### src/rtl/mfm_esc_pkg.sv
package mfm_esc_pkg;

    typedef enum logic [2:0] {
        S_HALT   = 3'd0,
        S_PLAIN  = 3'd1,
        S_ESC    = 3'd2,
        S_RAW    = 3'd3,
        S_CRC_HI = 3'd4,
        S_CRC_LO = 3'd5
    } esc_state_t;

    typedef enum logic [1:0] {
        K_DATA = 2'd0,
        K_MARK = 2'd1,
        K_CRC  = 2'd2
    } byte_kind_t;

    localparam logic [7:0] B_ESCAPE   = 8'h99;
    localparam logic [7:0] B_SYNCMARK = 8'hA1;
    localparam logic [7:0] B_DATAMARK = 8'hFB;
    localparam logic [7:0] B_ADDRMARK = 8'hFE;
    localparam logic [7:0] C_PUT_CRC  = 8'h04;
    localparam logic [7:0] C_STOP     = 8'h08;
    localparam logic [7:0] C_RAWBLK   = 8'h0F;

endpackage

### src/rtl/mfm_crc16.sv
module mfm_crc16 #(
    parameter logic [15:0] POLY = 16'h1021,
    parameter logic [15:0] INIT = 16'hFFFF
) (
    input  logic        clk,
    input  logic        rst_n,
    input  logic        upd,
    input  logic        preset,
    input  logic [7:0]  din,
    output logic [15:0] crc
);

    function automatic logic [15:0] step(input logic [15:0] c_in, input logic [7:0] d);
        logic [15:0] c;
        logic        fb;
        c = c_in;
        for (int i = 7; i >= 0; i--) begin
            fb = c[15] ^ d[i];
            c  = {c[14:0], 1'b0};
            if (fb) c = c ^ POLY;
        end
        return c;
    endfunction

    always_ff @(posedge clk) begin
        if (!rst_n)   crc <= INIT;
        else if (upd) crc <= step(preset ? INIT : crc, din);
    end


    crc_hold_chk: assert property (@(posedge clk) disable iff (!rst_n)
        !upd |=> $stable(crc));

endmodule

### src/rtl/mfm_raw_count.sv
module mfm_raw_count #(
    parameter int LEN = 512
) (
    input  logic clk,
    input  logic rst_n,
    input  logic clr,
    input  logic inc,
    output logic last
);

    localparam int CW = $clog2(LEN + 1);

    logic [CW-1:0] cnt;

    always_ff @(posedge clk) begin
        if (!rst_n || clr) cnt <= '0;
        else if (inc)      cnt <= last ? '0 : cnt + 1'b1;
    end

    assign last = (cnt == CW'(LEN - 1));


    raw_range_chk: assert property (@(posedge clk) disable iff (!rst_n)
        cnt <= CW'(LEN - 1));

endmodule

### src/rtl/mfm_esc_fsm.sv
module mfm_esc_fsm
    import mfm_esc_pkg::*;
(
    input  logic        clk,
    input  logic        rst_n,
    input  logic        in_valid,
    input  logic [7:0]  in_data,
    output logic        in_ready,
    input  logic        arm,
    output logic        out_valid,
    output logic [7:0]  out_data,
    output logic [1:0]  out_kind,
    input  logic        out_ready,
    output logic        err_cmd,
    output logic        wr_gate,
    output logic        crc_upd,
    output logic        crc_preset,
    output logic [7:0]  crc_din,
    input  logic [15:0] crc_val,
    output logic        raw_clr,
    output logic        raw_inc,
    input  logic        raw_last
);

    esc_state_t state, state_d;
    logic       mark_run, mark_run_d;
    logic       slot_free, accept;
    logic       emit, cmd_bad;
    logic [7:0] e_data;
    byte_kind_t e_kind;

    assign slot_free = !out_valid || out_ready;

    always_comb begin
        unique case (state)
            S_HALT:                in_ready = 1'b1;
            S_PLAIN, S_ESC, S_RAW: in_ready = slot_free;
            default:               in_ready = 1'b0;
        endcase
    end

    assign accept  = in_valid && in_ready;
    assign wr_gate = (state != S_HALT);

    // next state and the byte to emit
    always_comb begin
        state_d    = state;
        mark_run_d = mark_run;
        emit       = 1'b0;
        e_data     = in_data;
        e_kind     = K_DATA;
        cmd_bad    = 1'b0;
        raw_clr    = 1'b0;
        raw_inc    = 1'b0;
        unique case (state)
            S_HALT: begin
                if (arm) begin
                    state_d    = S_PLAIN;
                    mark_run_d = 1'b0;
                end
            end
            S_PLAIN: begin
                if (accept) begin
                    if (in_data == B_ESCAPE) state_d = S_ESC;
                    else                     emit    = 1'b1;
                end
            end
            S_ESC: begin
                if (accept) begin
                    state_d = S_PLAIN;
                    case (in_data)
                        B_ESCAPE: emit = 1'b1;
                        B_SYNCMARK, B_DATAMARK, B_ADDRMARK: begin
                            emit   = 1'b1;
                            e_kind = K_MARK;
                        end
                        C_PUT_CRC: state_d = S_CRC_HI;
                        C_STOP:    state_d = S_HALT;
                        C_RAWBLK: begin
                            state_d = S_RAW;
                            raw_clr = 1'b1;
                        end
                        default:   cmd_bad = 1'b1;
                    endcase
                end
            end
            S_RAW: begin
                if (accept) begin
                    emit    = 1'b1;
                    raw_inc = 1'b1;
                    if (raw_last) state_d = S_PLAIN;
                end
            end
            S_CRC_HI: begin
                if (slot_free) begin
                    emit    = 1'b1;
                    e_data  = crc_val[15:8];
                    e_kind  = K_CRC;
                    state_d = S_CRC_LO;
                end
            end
            S_CRC_LO: begin
                if (slot_free) begin
                    emit    = 1'b1;
                    e_data  = crc_val[7:0];
                    e_kind  = K_CRC;
                    state_d = S_PLAIN;
                end
            end
            default: state_d = S_HALT;
        endcase
        if (emit) mark_run_d = (e_kind == K_MARK);
    end

    assign crc_upd    = emit && (e_kind != K_CRC);
    assign crc_preset = (e_kind == K_MARK) && !mark_run;
    assign crc_din    = e_data;

    always_ff @(posedge clk) begin
        if (!rst_n) begin
            state    <= S_HALT;
            mark_run <= 1'b0;
        end else begin
            state    <= state_d;
            mark_run <= mark_run_d;
        end
    end

    always_ff @(posedge clk) begin
        if (!rst_n) begin
            out_valid <= 1'b0;
            out_data  <= '0;
            out_kind  <= K_DATA;
            err_cmd   <= 1'b0;
        end else begin
            err_cmd <= cmd_bad;
            if (emit) begin
                out_valid <= 1'b1;
                out_data  <= e_data;
                out_kind  <= e_kind;
            end else if (out_ready) begin
                out_valid <= 1'b0;
            end
        end
    end


    out_hold_chk: assert property (@(posedge clk) disable iff (!rst_n)
        (out_valid && !out_ready) |=> (out_valid && $stable(out_data) && $stable(out_kind)));


    crc_noaccept_chk: assert property (@(posedge clk) disable iff (!rst_n)
        (state == S_CRC_HI || state == S_CRC_LO) |-> !in_ready);


    err_origin_chk: assert property (@(posedge clk) disable iff (!rst_n)
        err_cmd |-> ($past(state) == S_ESC) && wr_gate);


    halt_quiet_chk: assert property (@(posedge clk) disable iff (!rst_n)
        (!wr_gate && !out_valid) |=> !out_valid);


    raw_exit_chk: assert property (@(posedge clk) disable iff (!rst_n)
        (state == S_RAW && accept && raw_last) |=> (state == S_PLAIN));

endmodule

### src/rtl/mfm_esc_decoder.sv
module mfm_esc_decoder #(
    parameter int          RAW_LEN  = 512,
    parameter logic [15:0] CRC_POLY = 16'h1021,
    parameter logic [15:0] CRC_INIT = 16'hFFFF
) (
    input  logic       clk,
    input  logic       rst_n,
    input  logic       in_valid,
    input  logic [7:0] in_data,
    output logic       in_ready,
    input  logic       arm,
    output logic       out_valid,
    output logic [7:0] out_data,
    output logic [1:0] out_kind,
    input  logic       out_ready,
    output logic       err_cmd,
    output logic       wr_gate
);

    logic        crc_upd, crc_preset;
    logic [7:0]  crc_din;
    logic [15:0] crc_val;
    logic        raw_clr, raw_inc, raw_last;

    mfm_esc_fsm u_fsm (
        .clk        (clk),
        .rst_n      (rst_n),
        .in_valid   (in_valid),
        .in_data    (in_data),
        .in_ready   (in_ready),
        .arm        (arm),
        .out_valid  (out_valid),
        .out_data   (out_data),
        .out_kind   (out_kind),
        .out_ready  (out_ready),
        .err_cmd    (err_cmd),
        .wr_gate    (wr_gate),
        .crc_upd    (crc_upd),
        .crc_preset (crc_preset),
        .crc_din    (crc_din),
        .crc_val    (crc_val),
        .raw_clr    (raw_clr),
        .raw_inc    (raw_inc),
        .raw_last   (raw_last)
    );

    mfm_crc16 #(
        .POLY (CRC_POLY),
        .INIT (CRC_INIT)
    ) u_crc (
        .clk    (clk),
        .rst_n  (rst_n),
        .upd    (crc_upd),
        .preset (crc_preset),
        .din    (crc_din),
        .crc    (crc_val)
    );

    mfm_raw_count #(
        .LEN (RAW_LEN)
    ) u_raw (
        .clk   (clk),
        .rst_n (rst_n),
        .clr   (raw_clr),
        .inc   (raw_inc),
        .last  (raw_last)
    );

endmodule

### config.mk
export PLATFORM = sky130hd
export DESIGN_NAME = mfm_esc_decoder
export DESIGN_NICKNAME = d
export VERILOG_FILES = /design/src/rtl/mfm_esc_pkg.sv /design/src/rtl/mfm_crc16.sv /design/src/rtl/mfm_raw_count.sv /design/src/rtl/mfm_esc_fsm.sv /design/src/rtl/mfm_esc_decoder.sv
export SDC_FILE = /design/constraint.sdc
export NUM_CORES = 1
export LEC_CHECK = 0
export BUFFER_PORTS_ARGS = -buffer_cell sky130_fd_sc_hd__buf_2
export CAP_MARGIN = 5
export CORE_MARGIN = 2
export CORE_UTILIZATION = 54
export DETAILED_ROUTE_END_ITERATION = 10
export GPL_ROUTABILITY_DRIVEN = 0
export PLACE_DENSITY_LB_ADDON = 0.15
export RECOVER_POWER = 100
export SETUP_SLACK_MARGIN = 0.05
export SKIP_LAST_GASP = 1
export SLEW_MARGIN = 5
export SYNTH_ARGS = -nofsm -noshare
export SYNTH_HDL_FRONTEND = slang
export SYNTH_SLANG_ARGS = --single-unit
### constraint.sdc
create_clock -name clk -period 2.25 [get_ports clk]
set_clock_uncertainty 0.2 [all_clocks]
set_input_delay 0.1125 -clock clk [delete_from_list [all_inputs] [get_ports clk]]
set_output_delay 0.1125 -clock clk [all_outputs]
set_load 0.05 [all_outputs]
==> results.md, run 1 <==
- Largest cells by area after synthesis: dfxtp_1, a21oi_1, xor2_1
- Mapped Cells: 330
- Startpoint type of the worst setup path: flop
- Netlist cell types: 67
- Chip height: ~76 um
- Fraction of layout cells with a size suffix above 1: about 44%
- Relative slew slack: between 50% and 60%
- DR iter-0 viols: between 400 and 500
- Port buffer count: 26
- Drt drc: 0
- Tcrit/Tclk final: 111.4%
- Status: finished, violations left
- RSZ-0062 raised after global routing: true
- Core Area: 0.005042 mm^2
- Most frequent CP cell: buf_6
- Clk pin slew, worst setup/hold paths: 80 ps
- Crit-path cells: nor2b_4 -> buf_6 -> a21oi_4 -> buf_6 -> o211ai_1 -> nand4_1 -> buf_4 -> and2_4 -> a211oi_1
- CTS tree: yes
- Via/cell ratio: 6.827
- Final worst slack: -257.5 ps
- Clk root buf: clkbuf_8
- Initial Util: 55.16%
- Top Family by Delay on Critical Path: simple AND/OR/NAND/NOR gates
- Post-route antenna net violation count: 0
- Maxcap violations: 0
- Non-Filler Instances: 519
- Synth area leader: dfxtp_1
- Crit Path Category: reg2reg
- Num CTS Buffers: 5
- RR Startpoint: u_fsm.state[2]
- Antenna Cells: 0
- Crit path buf inv count: 3
- Final instance area: roughly 0.0043 mm^2
- Gr ovfl total: 0
- Global-route usage over all layers: 37.08%
- Worst EP arrival: 2520 ps
- Register area share after synthesis: 30.23%
- Highest-delay cell along the critical path: dfxtp_4
- CTS sink count: 42
- Mapped Area: 0.002781 mm^2
- Static Leak: 1.656 nW
- HP Class: in2reg
- Post-synth EDFFs: 0
- Worst EP required: approximately 2300 ps
- YS warnings: 0
- CP endpoint kind: flop
- CP peak stage delay: ~420 ps
- Crit path time final: 2508 ps
- Final core utilization: 84.89%
- Site row count: 26
- Power per cell area: around 440 mW/mm^2
- Finish-stage setup viols: 13
- Max Freq: ~400 MHz
- Die W: about 76 um
- Area after DPL: 0.003625 mm^2
- Post-synthesis area per instance: 8.429 um^2
- Most used DFF post-synth: dfxtp_1
- Drt pass-1 iters: 7
- Syn-to-layout area delta: 53.89%
- Yosys top cell area share: 30.23%
- Max Buffers Root-to-Sink: 2
- Flops & latches, synth: 42
- Die ar.: approximately 0.0057 mm^2
- Detailed-route via count: approximately 3500
- Top cells by count, synth: dfxtp_1, nand2_1, nor2_1
- Final Hold Violating Endpoints: 0
- HP Start: arm
- Vias in the first global route: 3129
- Initial antenna violation count: 0
- Hold Slack: 55.77 ps
- Total chip power: 1.902 mW
- Routed len/inst: 23.33 um
- Clk_lat worst skew: 310 ps
- First-pass GRT wire length: 15830 um
- Syn nets: 344
- Largest net degree at the start of global routing: 19
- Crit path max fanout: 6
- Max Slew Vio Count: 0
- Ys async rst share: 0%
- Slew @ Worst Pin: 677.7 ps
- Most frequent cell after synthesis: dfxtp_1
- Failing checks: negative setup slack
- I/O pin count: 27
- Crit path launch: u_fsm.state[2]
- H-tree levels: 2
- Worst vdd ir: approximately 360 uV
- Placed Cells: 488
- Nets: 462
- Post-Route WL: between 10000 and 15000 um
- Detailed Place HPWL: 6599 um
registers in the layout, indices dropped and copies added (netlist names):
signal	count
u_crc.crc	16
u_fsm.err_cmd	1
u_fsm.mark_run	1
u_fsm.out_data	8
u_fsm.out_kind	2
u_fsm.out_valid	1
u_fsm.state	3
u_raw.cnt	10
report_power, final:
group / leakage, nW / total [mW] / internal [mW] / switching [mW]
clock: 0.0395 / 0.497 / 0.221 / 0.276
sequential: 0.343 / 0.808 / 0.766 / 0.0421
combinational: 1.27 / 0.597 / 0.265 / 0.332
cell usage in the layout (no fill, tap or decap), drive strengths merged, types with 2 or more instances in the layout:
cell     count
o2111ai      3
a21o         5
and4         2
nor2        25
o211a        5
xor2        12
nand3b       5
a211o        6
nor3        13
nor2b        5
clkbuf      20
and2         6
nand2b       2
o221a        2
nor4bb       4
nand2       27
a211oi      15
o211ai       8
nand4bb      5
mux2i        5
nor4b        2
buf        118
dfxtp       42
nand4       11
or2          4
a21oi       21
nor3b        7
and3         3
or3         10
o21ai        8
nor4         6
and3b        2
mux2         2
inv          4
a2111oi      8
xnor2        3
a21boi       2
nand3        7
metrics by stage:
step	setup TNS, ps	worst slack [ps]
2_1_floorplan	0	10.90
3_3_place_gp	-2510	-246.1
3_5_place_dp	-2897	-252.4
4_1_cts	-140.3	-32.23
5_1_grt	-2300	-299.3
6_report	-1807	-257.5
what timing repair did:
action	4_1_cts	5_1_grt
buffers inserted	14	8
endpoints found under the hold margin	3	0
gates resized for setup	45	41
pin swaps	21	24
gates cloned	0	1
setup endpoints to repair	20	30
hold buffers	1	0
final cells by class:
| type | count | area (um^2) |
|---|---|---|
| Clock buffer | 8 | 80.08 |
| Fill cell | 257 | 762.0 |
| Inverter | 4 | 15.01 |
| Multi-Input combinational cell | 263 | 2228 |
| Sequential cell | 42 | 855.8 |
| Tap cell | 70 | 87.58 |
| Timing Repair Buffer | 132 | 1013 |
per-layer routing:
metal | routed length (um) | GRT usage [%] | vias up | share of wire [%]
met1 | 4532 | 45.04 | 1721 | 37
met3 | 1138 | 7.011 | 67 | 9.4
met4 | 591 | 16.76 | 0 | 4.9
met5 | 0 | 0 | - | 0
li1 | - | - | 1489 | -
met2 | 5846 | 63.22 | 266 | 48
cell families (layout without fill, tap and decap cells):
kind of cell	count (synthesis)	after routing	share of synthesized area [%]
multiplexers	7	7	2.609
AO/OA/AOI/OAI	90	90	25.55
AND/OR/NAND/NOR	149	149	31.04
buffers and inverters	25	144	4.588
adder cells (fa/ha/maj)	1	1	0.4498
XOR/XNOR	16	16	5.533
flip-flops	42	42	30.23
tightest hold or removal path: stages:
cell and delay (ps):
buf_2 110, inv_1 40, o211ai_1 160, a21boi_0 90
worst paths after layout:
check,endpoint,slack [ps],cells after the start
worst min register to register,u_fsm.out_kind[0],270,2
worst max-delay path,u_crc.crc[6],-260,9
worst max register to register,u_crc.crc[6],-260,9
worst min-delay path,u_fsm.mark_run,60,4
Note: power is estimated with default switching activity, not from simulation.
==> inputs of run 2 (changes only) <==
--- a/config.mk
+++ b/config.mk
@@ -11,7 +11,7 @@
 export CORE_UTILIZATION = 54
 export DETAILED_ROUTE_END_ITERATION = 10
 export GPL_ROUTABILITY_DRIVEN = 0
-export PLACE_DENSITY_LB_ADDON = 0.15
+export PLACE_DENSITY_LB_ADDON = 0.2
 export RECOVER_POWER = 100
 export SETUP_SLACK_MARGIN = 0.05
 export SKIP_LAST_GASP = 1
==> results.md, run 2 (synthesis gave the netlist of run 1 again) <==
- Status: finished, violations left
- Failing checks: negative setup slack
- Vias in the first global route: ~3100
- Max Freq: approximately 400 MHz
- Num CTS Buffers: 5
- Core Area: between 0.005 and 0.006 mm^2
- Die ar.: 0.005741 mm^2
- Clk root buf: clkbuf_8
- Worst EP arrival: 2520 ps
- Via/cell ratio: about 6.7
- CTS sink count: 42
- Finish-stage setup viols: 13
- Post-Route WL: 11350 um
- Crit-path cells: nand2b_4 -> buf_4 -> a2111oi_4 -> a211oi_2 -> or3_4 -> and2_1 -> a311oi_1
- I/O pin count: 27
- Max FFs per register: 16
- Initial antenna violation count: 0
- Placed Cells: 481
- Final core utilization: 83.80%
- Non-Filler Instances: ~510
- Highest-delay cell along the critical path: or3_4
- Crit path time final: roughly 2500 ps
- Post-route antenna net violation count: 0
- Nets: approximately 460
- Worst vdd ir: 382.9 uV
- Antenna Cells: 0
- Largest registers: u_crc.crc (16), u_raw.cnt (10), u_fsm.out_data (8)
- Maxcap violations: 0
- Static Leak: 1.616 nW
- Drt pass-1 iters: 5
- Drt drc: 0
- Leading cell type in the layout, fill and taps excluded: buf_4
- First-pass GRT wire length: 15190 um
- Crit path buf inv count: 1
- Detailed-route via count: 3444
- Clk pin slew, worst setup/hold paths: 90 ps
- Most flop-heavy register: u_crc.crc
- CP endpoint kind: flop
- Routed len/inst: 22.17 um
- Fraction of layout cells with a size suffix above 1: 43.44%
- Most frequent cells in the layout: buf_4, dfxtp_1, nand2_1
- Syn-to-layout area delta: 51.91%
- Crit path max fanout: 6
- Detailed Place HPWL: 6506 um
- Site row count: 26
- Crit Path Category: reg2reg
- Crit. path cell count: 7
- Clk_lat worst skew: about 300 ps
- RSZ-0062 raised after global routing: true
- Gr ovfl total: 0
- Worst EP required: 2250 ps
- CTS tree: yes
- DR iter-0 viols: 354
- Largest net degree at the start of global routing: 24
- Global-route usage over all layers: 35.34%
- Initial Util: 55.16%
- HP Class: in2reg
- Port buffer count: 26
- CP peak stage delay: 420 ps
- Slew @ Worst Pin: between 700 and 800 ps
- Max Buffers Root-to-Sink: 2
- H-tree levels: 2
- Hold path depth: 4
- Power per cell area: 459.7 mW/mm^2
- Die W: 75.77 um
- Register-to-Register Path Depth: 7
- Chip height: 75.77 um
- Tcrit/Tclk final: 112.0%
- Relative slew slack: about half
- Final worst slack: -269.7 ps
- Final Hold Violating Endpoints: 0
- Max Slew Vio Count: 0
- Startpoint type of the worst setup path: flop
- Top Family by Delay on Critical Path: compound AO/OA/AOI/OAI gates
==> run 2: worst paths after layout <==
check | startpoint | to | slack [ps]
max reg2reg | u_fsm.state[1] | u_crc.crc[12] | -270
max | u_fsm.state[1] | u_crc.crc[12] | -270
min reg2reg | u_fsm.out_kind[0] | u_fsm.out_kind[0] | 260
min | arm | u_fsm.mark_run | 40
==> run 2: final cells by class <==
class,count,area (um^2)
fill,280,817.0
sequential,42,855.8
timing repair buffer,125,933.4
clock buffer,6,82.58
multi-input combinational,263,2238
tap,70,87.58
clock inverter,2,12.51
inverter,4,15.01
==> run 2: through the flow <==
step / area (um^2) / setup slack, ps / total power [mW] / setup TNS, ps / hold WS (ps)
final: 4225 / -269.7 / 1.942 / -1913 / 40.97
after global routing: 4225 / -312.1 / 1.993 / -2843 / 67.14
after floorplan: 2903 / 10.90 / 1.075 / 0 / 100.1
after global placement: 3597 / -206.8 / 1.257 / -1975 / 236.7
after detailed placement: 3597 / -199.6 / 1.269 / -2652 / 238.3
after CTS: 4035 / -55.33 / 1.860 / -201.7 / 28.63
==> run 2: routing by layer <==
layer  global-route usage [%]  part of all wire, %  vias up
met3                    7.275                  8.8       66
li1                         -                    -     1482
met1                    43.35                   39     1635
met4                    17.74                  5.9        0
met5                        0                    0        -
met2                    58.43                   47      261
==> run 2: worst reg2reg max path, stage by stage, from the launching register on <==
cell and delay (ps):
dfxtp_4 390, nand2b_4 160, buf_4 170, a2111oi_4 400
a211oi_2 150, or3_4 420, and2_1 180, a311oi_1 340
==> run 2: power breakdown <==
part / internal, mW / switching, mW / leakage (nW) / total, mW
logic: 0.278 / 0.332 / 1.23 / 0.610
clock network: 0.247 / 0.286 / 0.0472 / 0.533
registers: 0.766 / 0.0337 / 0.343 / 0.799
==> run 2: what timing repair did <==
action                                 4_1_cts  5_1_grt
setup endpoints to repair                   36       34
endpoints found under the hold margin        1        0
buffers inserted                            14        8
hold buffers                                 1        0
cloned                                       0        1
gates resized for setup                     45       29
pin swaps                                   22       26
==> inputs of run 3 (changes only) <==
--- a/config.mk
+++ b/config.mk
@@ -5,6 +5,7 @@
 export SDC_FILE = /design/constraint.sdc
 export NUM_CORES = 1
 export LEC_CHECK = 0
+export ABC_AREA = 1
 export BUFFER_PORTS_ARGS = -buffer_cell sky130_fd_sc_hd__buf_2
 export CAP_MARGIN = 5
 export CORE_MARGIN = 2
==> results.md, run 3 <==
- Status: finished clean
- H-tree levels: 2
- Most frequent cells in the layout: nand2_1, inv_1, nand3_1
- RR Startpoint: u_fsm.state[1]
- Most used DFF post-synth: dfxtp_1
- Vias in the first global route: 2388
- Fin Setup TNS: 0 ps
- CTS sink count: between 40 and 50
- Power per cell area: 1474 mW/mm^2
- Busiest layer in global routing: met2
- Yosys top cell area share: a little under a third
- Post-Route WL: roughly 7000 um
- Clk pin slew, worst setup/hold paths: 90 ps
- Met1 track demand over resource: between 30% and 40%
- Max Buffers Root-to-Sink: 2
- Max Slew Vio Count: 0
- YS warnings: 0
- Antenna Cells: 0
- RR Endpoint: u_crc.crc[14]
- Relative slew slack: about 50%
- Crit path launch: u_fsm.state[1]
- Crit-path cells: inv_4 -> nand2_4 -> nor2_4 -> buf_4 -> nand2_1 -> nand3_1 -> o21ai_2 -> nand3_1 -> nand2_2 -> inv_2 -> nand2_1 -> nand2_2 -> nand2_1 -> nand3_1 -> nand2_1
- Drt drc: 0
- Largest cells by area after synthesis: dfxtp_1, nand2_1, nand3_1
- Finish-stage setup viols: 0
- Tcrit/Tclk final: 93.63%
- Met3 usage: 5.556%
- Slew @ Worst Pin: 756.9 ps
- Mapped Area: 0.002779 mm^2
- HP Class: in2reg
- Top cells by count, synth: nand2_1, inv_1, dfxtp_1, nand3_1, nor2_1
- Largest net degree at the start of global routing: 21
- Drt pass-1 iters: 5
- Nets: 488
- DR iter-0 viols: approximately 210
- Via/cell ratio: 5.211
- Syn-to-layout area delta: 13.51%
- Port buffer count: 26
- Most frequent cell after synthesis: nand2_1
- Register area share after synthesis: 30.26%
- CP endpoint kind: flop
- Ys async rst share: 0%
- Startpoint type of the worst setup path: flop
- CP peak stage delay: 360 ps
- Most frequent CP cell: nand2_1
- CTS tree: yes
- Die ar.: approximately 0.0057 mm^2
- Worst Setup EP: u_crc.crc[14]
- Post-route antenna net violation count: 0
- Flops & latches, synth: 42
- Global-route usage over all layers: 24.83%
- RSZ-0062 raised after global routing: false
- Routing usage on met2: 43.00%
- First-pass GRT wire length: around 11000 um
- Final Hold Violating Endpoints: 0
- Crit Path Category: reg2reg
- Detailed Place HPWL: around 5000 um
- Clk root buf: clkbuf_8
- Fraction of layout cells with a size suffix above 1: 19.79%
- Detailed-route via count: 2840
- Worst EP arrival: 2110 ps
- Worst vdd ir: 855.8 uV
- Mapped Cells: 438
- Hold Slack: 29.52 ps
- Leading cell type in the layout, fill and taps excluded: nand2_1
- Post-synth EDFFs: 0
- Crit path time final: approximately 2100 ps
- Site row count: 26
- Initial antenna violation count: 0
- Post-synthesis area per instance: approximately 6.3 um^2
- R2R Setup Slk: 140 ps
- Register-to-Register Path Depth: 15
- Crit path max fanout: 7
- Core Area: around 0.0050 mm^2
- Syn nets: 452
- Chip height: roughly 76 um
- Netlist cell types: 39
- Largest registers: u_crc.crc (16), u_raw.cnt (10), u_fsm.out_data (8)
- Maxcap violations: 0
- Static Leak: 1.523 nW
- Routed len/inst: roughly 13 um
- Max Freq: approximately 470 MHz
- Initial Util: 55.11%
- Synth area leader: dfxtp_1
- Gr ovfl total: 0
- Most flop-heavy register: u_crc.crc
- I/O pin count: 27
- Num CTS Buffers: 5
- Clk_lat worst skew: ~310 ps
- Worst EP required: between 2000 and 2500 ps
- Highest-delay cell along the critical path: dfxtp_2
- Max FFs per register: 16
- Die W: 75.74 um
-- run 3: metrics by stage --
| step | cell area (um^2) | util (%) | power (mW) | setup WS (ps) | std cells |
|---|---|---|---|---|---|
| floorplan | 2785 | - | 3.507 | 79.69 | 438 |
| global placement | 2950 | 58.51 | 3.934 | 94.94 | 528 |
| detailed placement | 2950 | 58.51 | 3.989 | 38.66 | 528 |
| CTS | 3075 | 60.99 | 4.527 | 85.75 | 539 |
| global route | 3154 | 62.56 | 5.017 | 32.85 | 545 |
| finish | 3154 | 62.56 | 4.650 | 143.3 | 545 |
-- run 3: worst max-delay path: cells and delay by family (launching register included) --
| family | cells | cell delay (ps) |
|---|---|---|
| simple gates | 11 | 1050 |
| compound gates | 1 | 90 |
| flops | 1 | 360 |
| buf+inv | 3 | 300 |
-- run 3: what timing repair did --
| action | CTS | global route |
|---|---|---|
| setup endpoints to repair | 5 | 22 |
| buffers inserted | 0 | 4 |
| cloned | 1 | 1 |
| resized for setup | 0 | 16 |
| hold endpoints to repair | 8 | 1 |
| pin swaps | 1 | 4 |
| hold buffers | 2 | 1 |
-- run 3: layer usage --
layer / share of wire (%) / vias up
met5: 0 / -
met3: 6.1 / 8
met4: 0.86 / 0
li1: - / 1468
met1: 44 / 1286
met2: 49 / 78
-- run 3: logic make-up (layout without fill, tap and decap cells) --
family / after synthesis / in the layout / share of synthesized area (%)
AO/OA/AOI/OAI: 71 / 71 / 15.98
flip-flops: 42 / 42 / 30.26
adder cells (fa/ha/maj): 1 / 1 / 0.4502
buffers and inverters: 80 / 115 / 12.70
AND/OR/NAND/NOR: 244 / 246 / 40.61
-- run 3: cell type report --
type,instances,area [um^2]
Inverter,68,257.7
Timing Repair Buffer,39,211.5
Multi-Input combinational cell,318,1657
Sequential cell,42,845.8
Fill cell,498,1888
Clock inverter,2,12.51
Clock buffer,6,82.58
Tap cell,70,87.58
-- run 3: how the worst min path moves through the flow --
| stage | startpoint | endpoint | slack, ps | cells after the start |
|---|---|---|---|---|
| CTS | in_data[2] | u_fsm.out_data[2] | 5 | 3 |
| global route | out_ready | u_fsm.out_valid | 50 | 4 |
| global placement | rst_n | u_crc.crc[2] | 230 | 2 |
| floorplan | rst_n | u_fsm.out_data[7] | 50 | 2 |
| detailed placement | rst_n | u_crc.crc[1] | 240 | 2 |
| finish | out_ready | u_fsm.out_valid | 30 | 4 |
-- run 3: power breakdown --
part,internal [mW],switching (mW)
clock,0.247,0.278
combinational,0.879,2.06
sequential,0.990,0.191
total,2.12,2.53
